[src/rtl/gc_mark_engine.sv]
module gc_mark_engine #(
  parameter int PTR_W = 6
) (
  input  logic             clk,
  input  logic             rst_n,
  input  logic             start,
  input  logic             root_valid,
  input  logic [PTR_W-1:0] root_ptr,
  input  logic             roots_done,
  output logic             root_ready,
  input  logic             mut_en,
  input  logic             mut_we,
  input  logic [PTR_W-1:0] mut_addr,
  input  logic [PTR_W-1:0] mut_wdata,
  output logic [PTR_W-1:0] mut_rdata,
  input  logic             clear_en,
  input  logic [PTR_W-1:0] clear_addr,
  input  logic [PTR_W-1:0] q_addr,
  output logic             q_marked,
  output logic             busy,
  output logic             done
);
  localparam int N = 1 << PTR_W;

  logic [PTR_W-1:0] pmem [N];
  logic [PTR_W-1:0] fifo [N];
  logic [N-1:0]     mark;
  logic [PTR_W-1:0] wr_ix, rd_ix;
  logic [PTR_W:0]   cnt;
  logic             tracing, bar_v, f_v;
  logic [PTR_W-1:0] bar_ptr, f_ptr;

  logic             sel_v, f_take;
  logic [PTR_W-1:0] sel_ptr;

  wire             f_live  = f_v && (f_ptr != '0);
  wire             term    = tracing && roots_done && !root_valid && !bar_v && !f_live && (cnt == '0);
  wire [PTR_W-1:0] old_val = pmem[mut_addr];
  wire             cap     = tracing && !term && mut_en && mut_we && (old_val != '0);
  wire             f_free  = !f_live || f_take;
  wire             push    = tracing && sel_v && !mark[sel_ptr];
  wire             pop     = tracing && (cnt != '0) && f_free;

  assign root_ready = tracing && !bar_v;
  assign q_marked   = mark[q_addr];
  assign busy       = tracing;

  always_comb begin
    sel_v   = 1'b0;
    sel_ptr = '0;
    f_take  = 1'b0;
    if (bar_v) begin
      sel_v   = 1'b1;
      sel_ptr = bar_ptr;
    end else if (tracing && root_valid) begin
      sel_v   = (root_ptr != '0);
      sel_ptr = root_ptr;
    end else if (f_live) begin
      sel_v   = 1'b1;
      sel_ptr = f_ptr;
      f_take  = 1'b1;
    end
  end

  always_ff @(posedge clk) begin
    if (clear_en) pmem[clear_addr] <= '0;
    if (mut_en && mut_we) pmem[mut_addr] <= mut_wdata;
    if (mut_en) mut_rdata <= old_val;
    if (push) fifo[wr_ix] <= sel_ptr;
  end

  always_ff @(posedge clk or negedge rst_n) begin
    if (!rst_n) begin
      tracing <= 1'b0;
      done    <= 1'b0;
      mark    <= '0;
      wr_ix   <= '0;
      rd_ix   <= '0;
      cnt     <= '0;
      bar_v   <= 1'b0;
      bar_ptr <= '0;
      f_v     <= 1'b0;
      f_ptr   <= '0;
    end else begin
      done <= term;
      if (!tracing) begin
        if (start) begin
          tracing <= 1'b1;
          mark    <= '0;
          wr_ix   <= '0;
          rd_ix   <= '0;
          cnt     <= '0;
          bar_v   <= 1'b0;
          f_v     <= 1'b0;
        end
      end else begin
        if (term) tracing <= 1'b0;
        if (push) begin
          mark[sel_ptr] <= 1'b1;
          wr_ix         <= wr_ix + 1'b1;
        end
        if (pop) begin
          rd_ix <= rd_ix + 1'b1;
          f_v   <= 1'b1;
          f_ptr <= pmem[fifo[rd_ix]];
        end else if (f_free) begin
          f_v <= 1'b0;
        end
        cnt     <= cnt + (PTR_W+1)'(push) - (PTR_W+1)'(pop);
        bar_v   <= cap;
        bar_ptr <= old_val;
      end
    end
  end
endmodule

[config.mk]
export PLATFORM = sky130hd
export DESIGN_NAME = gc_mark_engine
export DESIGN_NICKNAME = d
export VERILOG_FILES = /design/src/rtl/gc_mark_engine.sv
export SDC_FILE = /design/constraint.sdc
export NUM_CORES = 1
export LEC_CHECK = 0
export BUFFER_PORTS_ARGS = -buffer_cell sky130_fd_sc_hd__buf_2
export CAP_MARGIN = 10
export CORE_MARGIN = 4
export CORE_UTILIZATION = 50
export DETAILED_ROUTE_END_ITERATION = 16
export PLACE_DENSITY = 0.68
export SYNTH_ARGS = -nofsm -noshare
export SYNTH_HDL_FRONTEND = slang
export SYNTH_SLANG_ARGS = --single-unit
export TNS_END_PERCENT = 5
[constraint.sdc]
create_clock -name clk -period 7.2 [get_ports clk]
set_clock_uncertainty 0.2 [all_clocks]
set_input_delay 0.36 -clock clk [delete_from_list [all_inputs] [get_ports clk]]
set_output_delay 0.36 -clock clk [all_outputs]
set_load 0.01 [all_outputs]
Word level (Yosys, flattened, before mapping):

Memories as Yosys holds them, arrays and structs flattened. A register that Yosys moved wholly into a read port is not among the register bits.
Index checks and enable logic that the tools add are counted.

* flip-flop bits (word level): 99
* RAM bits: 768
* output and inout port bits: 10
* word-level logic and storage cells: 96
* memories: 2

Memory list
* fifo: depth 64, bits a word 6, read ports 1, clocked after Yosys merged registers in 0, write ports 1, RTL line 26 `logic [PTR_W-1:0] fifo [N];`
* pmem: depth 64, bits a word 6, read ports 2, clocked after Yosys merged registers in 1, write ports 2, RTL line 25 `logic [PTR_W-1:0] pmem [N];`

* $add $sub $neg: 4
* order comparisons: 3
* equal/unequal tests: 3
* multiplexer cells: 38
* bitwise gates (word level): 1
* reductions and logical operators: 35

Operators by type and width (number)
* $mux 64: 3
* $or 64x64->64: 1
* $mux 6: 8
* $mux 1: 22
* $logic_and 1x1->1: 18
* $reduce_bool 6->1: 3
* $lt 6x7->1 const B: 2
* $mux 7: 2
* $add 6x1->6 const B: 2
* $bmux 1 s6: 2
* $reduce_and 2->1: 4
* $add 7x1->7: 1
* $logic_not 7->1: 1
* $reduce_bool 7->1: 1
* $sub 7x1->7: 1
* $demux 1 s6: 1
* $ge 6x1->1 const B: 1
* $logic_not 1->1: 6
* $ne 2x1->1 const B: 2
* $ne 3x1->1 const B: 1
* $reduce_bool 2->1: 1
* $logic_or 1x1->1: 1

Depth between registers and ports, before layout:

* word-level depth: 12
* mapped depth: 26
* gate-level depth less buffers: 23

Least setup slack after synthesis:

Ideal clock, no wire load.

* path type: register to register
* from: reg tracing (netlist: busy)
* to: reg cnt[6]
* library setup time: 136 ps
* data arrival time: 5710 ps
* data required time: 6864 ps
* setup slack: 1154 ps
* cell stages (with the launch flop): 25
* buffers on the path: 2
* cells stage by stage: dfrtp_1 -> clkbuf_1 -> and3_1 -> a31oi_1 -> o21ai_1 -> nand2b_1 -> nor2_1 -> o21a_1 -> a2111oi_0 -> and3_1 -> buf_2 -> inv_2 -> ha_1 -> inv_1 -> ha_1 -> inv_1 -> fa_1 -> inv_1 -> a21oi_1 -> o21bai_1 -> a21oi_1 -> nor2_1 -> or3_1 -> nand3_1 -> o21ai_0

* longest elaborated chain between the ends: 10
* elaborated cells on any way between the ends: 19

RTL lines
* start, declared: RTL line 30 `logic tracing, bar_v, f_v;`
* start signal, assigned: RTL line 74 `tracing <= 1'b0;`
* start signal, assigned: RTL line 88 `tracing <= 1'b1;`
* start signal, assigned: RTL line 97 `if (term) tracing <= 1'b0;`
* $logic_and 1x1->1: RTL line 55 `end else if (tracing && root_valid) begin`
* $mux 6: RTL line 55
* $mux 6: RTL line 52 `if (bar_v) begin`
* named net sel_ptr[3]: RTL line 34 `logic [PTR_W-1:0] sel_ptr;`
* $bmux 1 s6: RTL line 41 `wire push = tracing && sel_v && !mark[sel_ptr];`
* $mux 1 (implied by the code): RTL line 41
* $logic_not 1->1: RTL line 41
* $logic_and 1x1->1: RTL line 41
* $add 7x1->7: RTL line 109 `cnt <= cnt + (PTR_W+1)'(push) - (PTR_W+1)'(pop);`
* $sub 7x1->7: RTL line 109
* $mux 7: RTL line 86 `if (!tracing) begin`
* end signal, assigned: RTL line 109
* end, declared: RTL line 29 `logic [PTR_W:0] cnt;`

The timed path passes the listed nets, and every way through them passes these cells. The select of a mux whose other input is x is not followed.
A chain may end at the register's enable or synchronous reset.

Worst setup path after layout:

* from: reg tracing (netlist: busy)
* to: reg cnt[6]

* longest elaborated chain between the ends: 10
* elaborated cells on any way between the ends: 19

RTL lines (RTL line)
* $logic_and 1x1->1: 55
* $mux 6: 55
* $mux 6: 52
* $bmux 1 s6: 41
* $mux 1 (implied by the code): 41
* $logic_not 1->1: 41
* $logic_and 1x1->1: 41
* $add 7x1->7: 109
* $sub 7x1->7: 109
* $mux 7: 86

Parallel ways exist; a longest one is shown, timed or not. The select of a mux whose other input is x is not followed.

==> summary.md <==
| Metric | Value |
|---|---|
| Outcome | `complete, no violations` |
| Final Slew Violations | `0` |
| Unrepaired setup endpoints after global routing | `no` |
| Min cycle time layout | `~6 ns` |
| Logic pwr share | `between 40 and 50%` |
| Yosys cell types | `roughly 80` |
| Non-Filler Instances | `4255` |
| Initial antenna violation count | `3` |
| DRT iter0 DRCs | `~3.8k` |
| Post-layout util | `55.2%` |
| Net Count, Synth | `roughly 3.1k` |
| Buffers & Inverters on Critical Path | `5` |
| Sequential share of the synthesized area | `61.0%` |
| Placed cell area | `about 43000 sq um` |
| Htree depth | `3` |
| Final instance area | `around 46000 sq um` |
| Grt total ovfl | `0` |
| Top cells by count, synth | `edfxtp_1, and2_1, mux2i_1, nor2_1, a22oi_1` |
| R2R depth | `23` |
| Syn Area/Cell | `approximately 14 sq um` |
| Die W | `approximately 300 um` |
| Worst skew pair latency | `0.65 ns` |
| CP Class | `reg2reg` |
| Number of buffers added on ports | `47` |
| Part of the power in the clock network | `about 25%` |
| DIE HEIGHT | `298 um` |
| Reg area | `~26000 sq um` |
| Initial Util | `50.4%` |
| First-pass GRT wire length | `approximately 180000 um` |
| Via/cell ratio | `between 6 and 7` |
| Total CTS buffers | `88` |
| Largest fanout on the critical path | `21` |
| Layout cell share with drive strength beyond 1 | `between 10% and 20%` |
| Placed cells | `~4.1k` |
| Synth warn | `0` |
| Filler Cells Inserted | `~6.7k` |
| HPWL after detailed placement | `just under 80000 um` |
| Reg power frac | `34.8%` |
| CTS max path bufs | `3` |
| Yosys reg bits | `873` |
| Number of synthesized flops with an enable pin | `774` |
| Row count | `around 110` |
| Post-synth ARST share | `between 10% and 20%` |
| Crit end category | `register` |
| Fmax | `roughly 170 MHz` |
| Drt first pass iters | `10` |
| Top Family by Delay on Critical Path | `simple AND/OR/NAND/NOR gates` |
| Core area | `83700 sq um` |
| Routed Antenna Nets | `0` |
| Number of hold buffers added after cts | `8` |
| CTS tree | `done` |
| Internal power | `11.7 mW` |
| Switch share | `approximately two fifths` |
| Reg2Reg Setup Slack | `1.15 ns` |
| Critical-path top delay cell | `dfrtp_1` |
| Root buf cell | `clkbuf_16` |
| WL/cell | `between 20 and 30 um` |
| Post-CTS sizing | `0` |
| Post-Syn Area | `about 42000 sq um` |
| Layout Nets | `slightly above 3k` |
| Power Dens Cells | `around 400 nW/um^2` |
| Max rail drop VDD | `just under 0.5 mV` |
| Max stage delay on crit path | `0.79 ns` |
| Cell taking the most area after synthesis | `edfxtp_1` |
| Worst Hold Class | `in2async` |
| Total track usage | `26.6%` |
| Ys flop type | `edfxtp_1` |
| Final WS setup | `roughly 1.2 ns` |
| Cell mode on critical path | `inv_1` |
| Die Area | `89100 sq um` |
| Vias in the first global route | `~28k` |
| Area contributors post-synth | `edfxtp_1, mux4_2, dfrtp_1` |
| WP data required | `roughly 7.5 ns` |
| Synth top area share | `between 50% and 60%` |
| Placer congestion estimate | `approximately 0.93` |
| Reg2Reg Capture Point | `cnt[6]$_DFFE_PN0P_` |
| Setup Buffers After CTS | `0` |
| Synthesized instance count | `a little over 3k` |
| Clock slew seen by the registers of the worst setup and hold paths | `roughly 0.06 ns` |
| # setup viols final | `0` |
| Leakage dissipation | `15.1 nW` |
| Area of the multi-input gates | `about 15000 sq um` |
| DRC | `0` |
| Crit-path cells | `buf_4 > nand3_1 > o211ai_1 > nand2_1 > mux4_2 > mux2i_1 > nor3_1 > a2111oi_0 > and3_2 > inv_2 > ha_1 > inv_1 > ha_1 > inv_1 > fa_1 > inv_1 > a21oi_1 > o21bai_1 > a21oi_1 > nor2_1 > or3_1 > nand3_1 > o21ai_0` |
| CTS sink cnt | `between 800 and 900` |
| Largest net degree at the start of global routing | `100` |
| WP data arrival | `6.35 ns` |
| Normalized max-slew margin | `between 10% and 20%` |
| Area added between synthesis and finish | `9.54%` |
| Drt total wl | `approximately 120000 um` |
| I/O pins | `48` |
| Startpoint types | `register` |
| Vias | `28.0k` |
| Most numerous cell in the Yosys netlist | `edfxtp_1` |
| NetSw | `around 7 mW` |
| Setup TNS | `0 ns` |
| Pre-CTS setup slack | `roughly 1.2 ns` |
| Tcrit/Tclk final | `between 80% and 90%` |
| Worst-margin pin slew | `1.23 ns` |
| Max-Cap Viols | `0` |
| Worst r2r src | `busy$_DFF_PN0_` |
| Final hold vios | `0` |
==> stage by stage <==
stage                     power, mW  hold WS (ns)
after global routing           19.6        0.0924
final                          18.9        0.0726
after floorplan                12.3        -0.136
after detailed placement       14.2         0.205
after CTS                      18.8        0.0619
after global placement         14.1         0.188
==> cells in the final DEF, fill, tap and decap left out, types with 7 or more instances in the layout <==
| cell | count |
|---|---|
| a211oi_1 | 53 |
| a21oi_1 | 62 |
| a221oi_1 | 42 |
| a22o_1 | 43 |
| a22oi_1 | 134 |
| a31oi_1 | 105 |
| and2_1 | 394 |
| and3_1 | 9 |
| buf_2 | 46 |
| buf_4 | 66 |
| bufinv_16 | 8 |
| clkbuf_1 | 21 |
| clkbuf_16 | 91 |
| clkbuf_8 | 8 |
| clkinv_1 | 13 |
| clkinv_2 | 15 |
| dfrtp_1 | 96 |
| dlygate4sd3_1 | 8 |
| edfxtp_1 | 774 |
| ha_1 | 11 |
| inv_1 | 23 |
| mux2_2 | 36 |
| mux2i_1 | 236 |
| mux4_2 | 124 |
| nand2_1 | 68 |
| nand2b_1 | 18 |
| nand3_1 | 35 |
| nand3b_1 | 13 |
| nand4_1 | 15 |
| nor2_1 | 235 |
| nor2b_1 | 45 |
| nor3_1 | 18 |
| nor4_1 | 7 |
| o211ai_1 | 9 |
| o21ai_0 | 18 |
| o221ai_1 | 8 |
| o22ai_1 | 74 |
| o31ai_1 | 7 |
| or4_1 | 8 |
==> power groups by stage <==
stage,registers [mW],logic (mW),clock network (mW)
final,6.59,7.70,4.63
after global routing,6.64,8.10,4.88
after CTS,6.59,7.58,4.65
after detailed placement,6.69,7.55,0
after global placement,6.68,7.40,0
after floorplan,6.39,5.94,0
==> final cells by class <==
type | instances | area share, %
multi-input combinational | 1930 | 32.8
timing repair buffer | 125 | 1.96
sequential | 873 | 55.7
antenna | 1 | 0.00542
clock inverter | 42 | 0.905
tap | 1134 | 3.07
clock buffer | 120 | 5.34
inverter | 30 | 0.244
==> metal layers <==
| metal | track usage, % | share of wire, % | up-vias |
|---|---|---|---|
| met2 | 43.2 | 48 | 1844 |
| met4 | 11.6 | 4.8 | 4 |
| met1 | 35.4 | 38 | 14000 |
| met5 | 0 | 0.025 | - |
| li1 | - | - | 11900 |
| met3 | 4.68 | 9.9 | 351 |
==> state kept, by name, indices dropped and copies added, names as in the netlist, 6 cells and up <==
signal     count
mark          64
wr_ix          6
cnt            7
mut_rdata      6
pmem         384
bar_ptr        6
rd_ix          6
fifo         384
f_ptr          6
==> cell families after synthesis <==
| kind of cell | Yosys count | synth area share [%] |
|---|---|---|
| AO/OA/AOI/OAI | 605 | 10.2 |
| XOR/XNOR | 10 | 0.208 |
| adder cells (fa/ha/maj) | 12 | 0.374 |
| buffers and inverters | 278 | 3.32 |
| flip-flops | 873 | 61.0 |
| multiplexers | 397 | 13.2 |
| AND/OR/NAND/NOR | 906 | 11.7 |
==> how the worst max path moves through the flow <==
stage                         startpoint            endpoint  slack, ns  cells after the start
after floorplan           busy$_DFF_PN0_  cnt[6]$_DFFE_PN0P_       1.15                     24
after global placement    busy$_DFF_PN0_  cnt[6]$_DFFE_PN0P_       1.19                     23
after detailed placement  busy$_DFF_PN0_  cnt[6]$_DFFE_PN0P_       1.22                     23
after CTS                 busy$_DFF_PN0_  cnt[6]$_DFFE_PN0P_       1.21                     23
after global routing      busy$_DFF_PN0_  cnt[6]$_DFFE_PN0P_       0.50                     23
final                     busy$_DFF_PN0_  cnt[6]$_DFFE_PN0P_       1.15                     23
No activity file was read; power rests on OpenSTA's default activity.
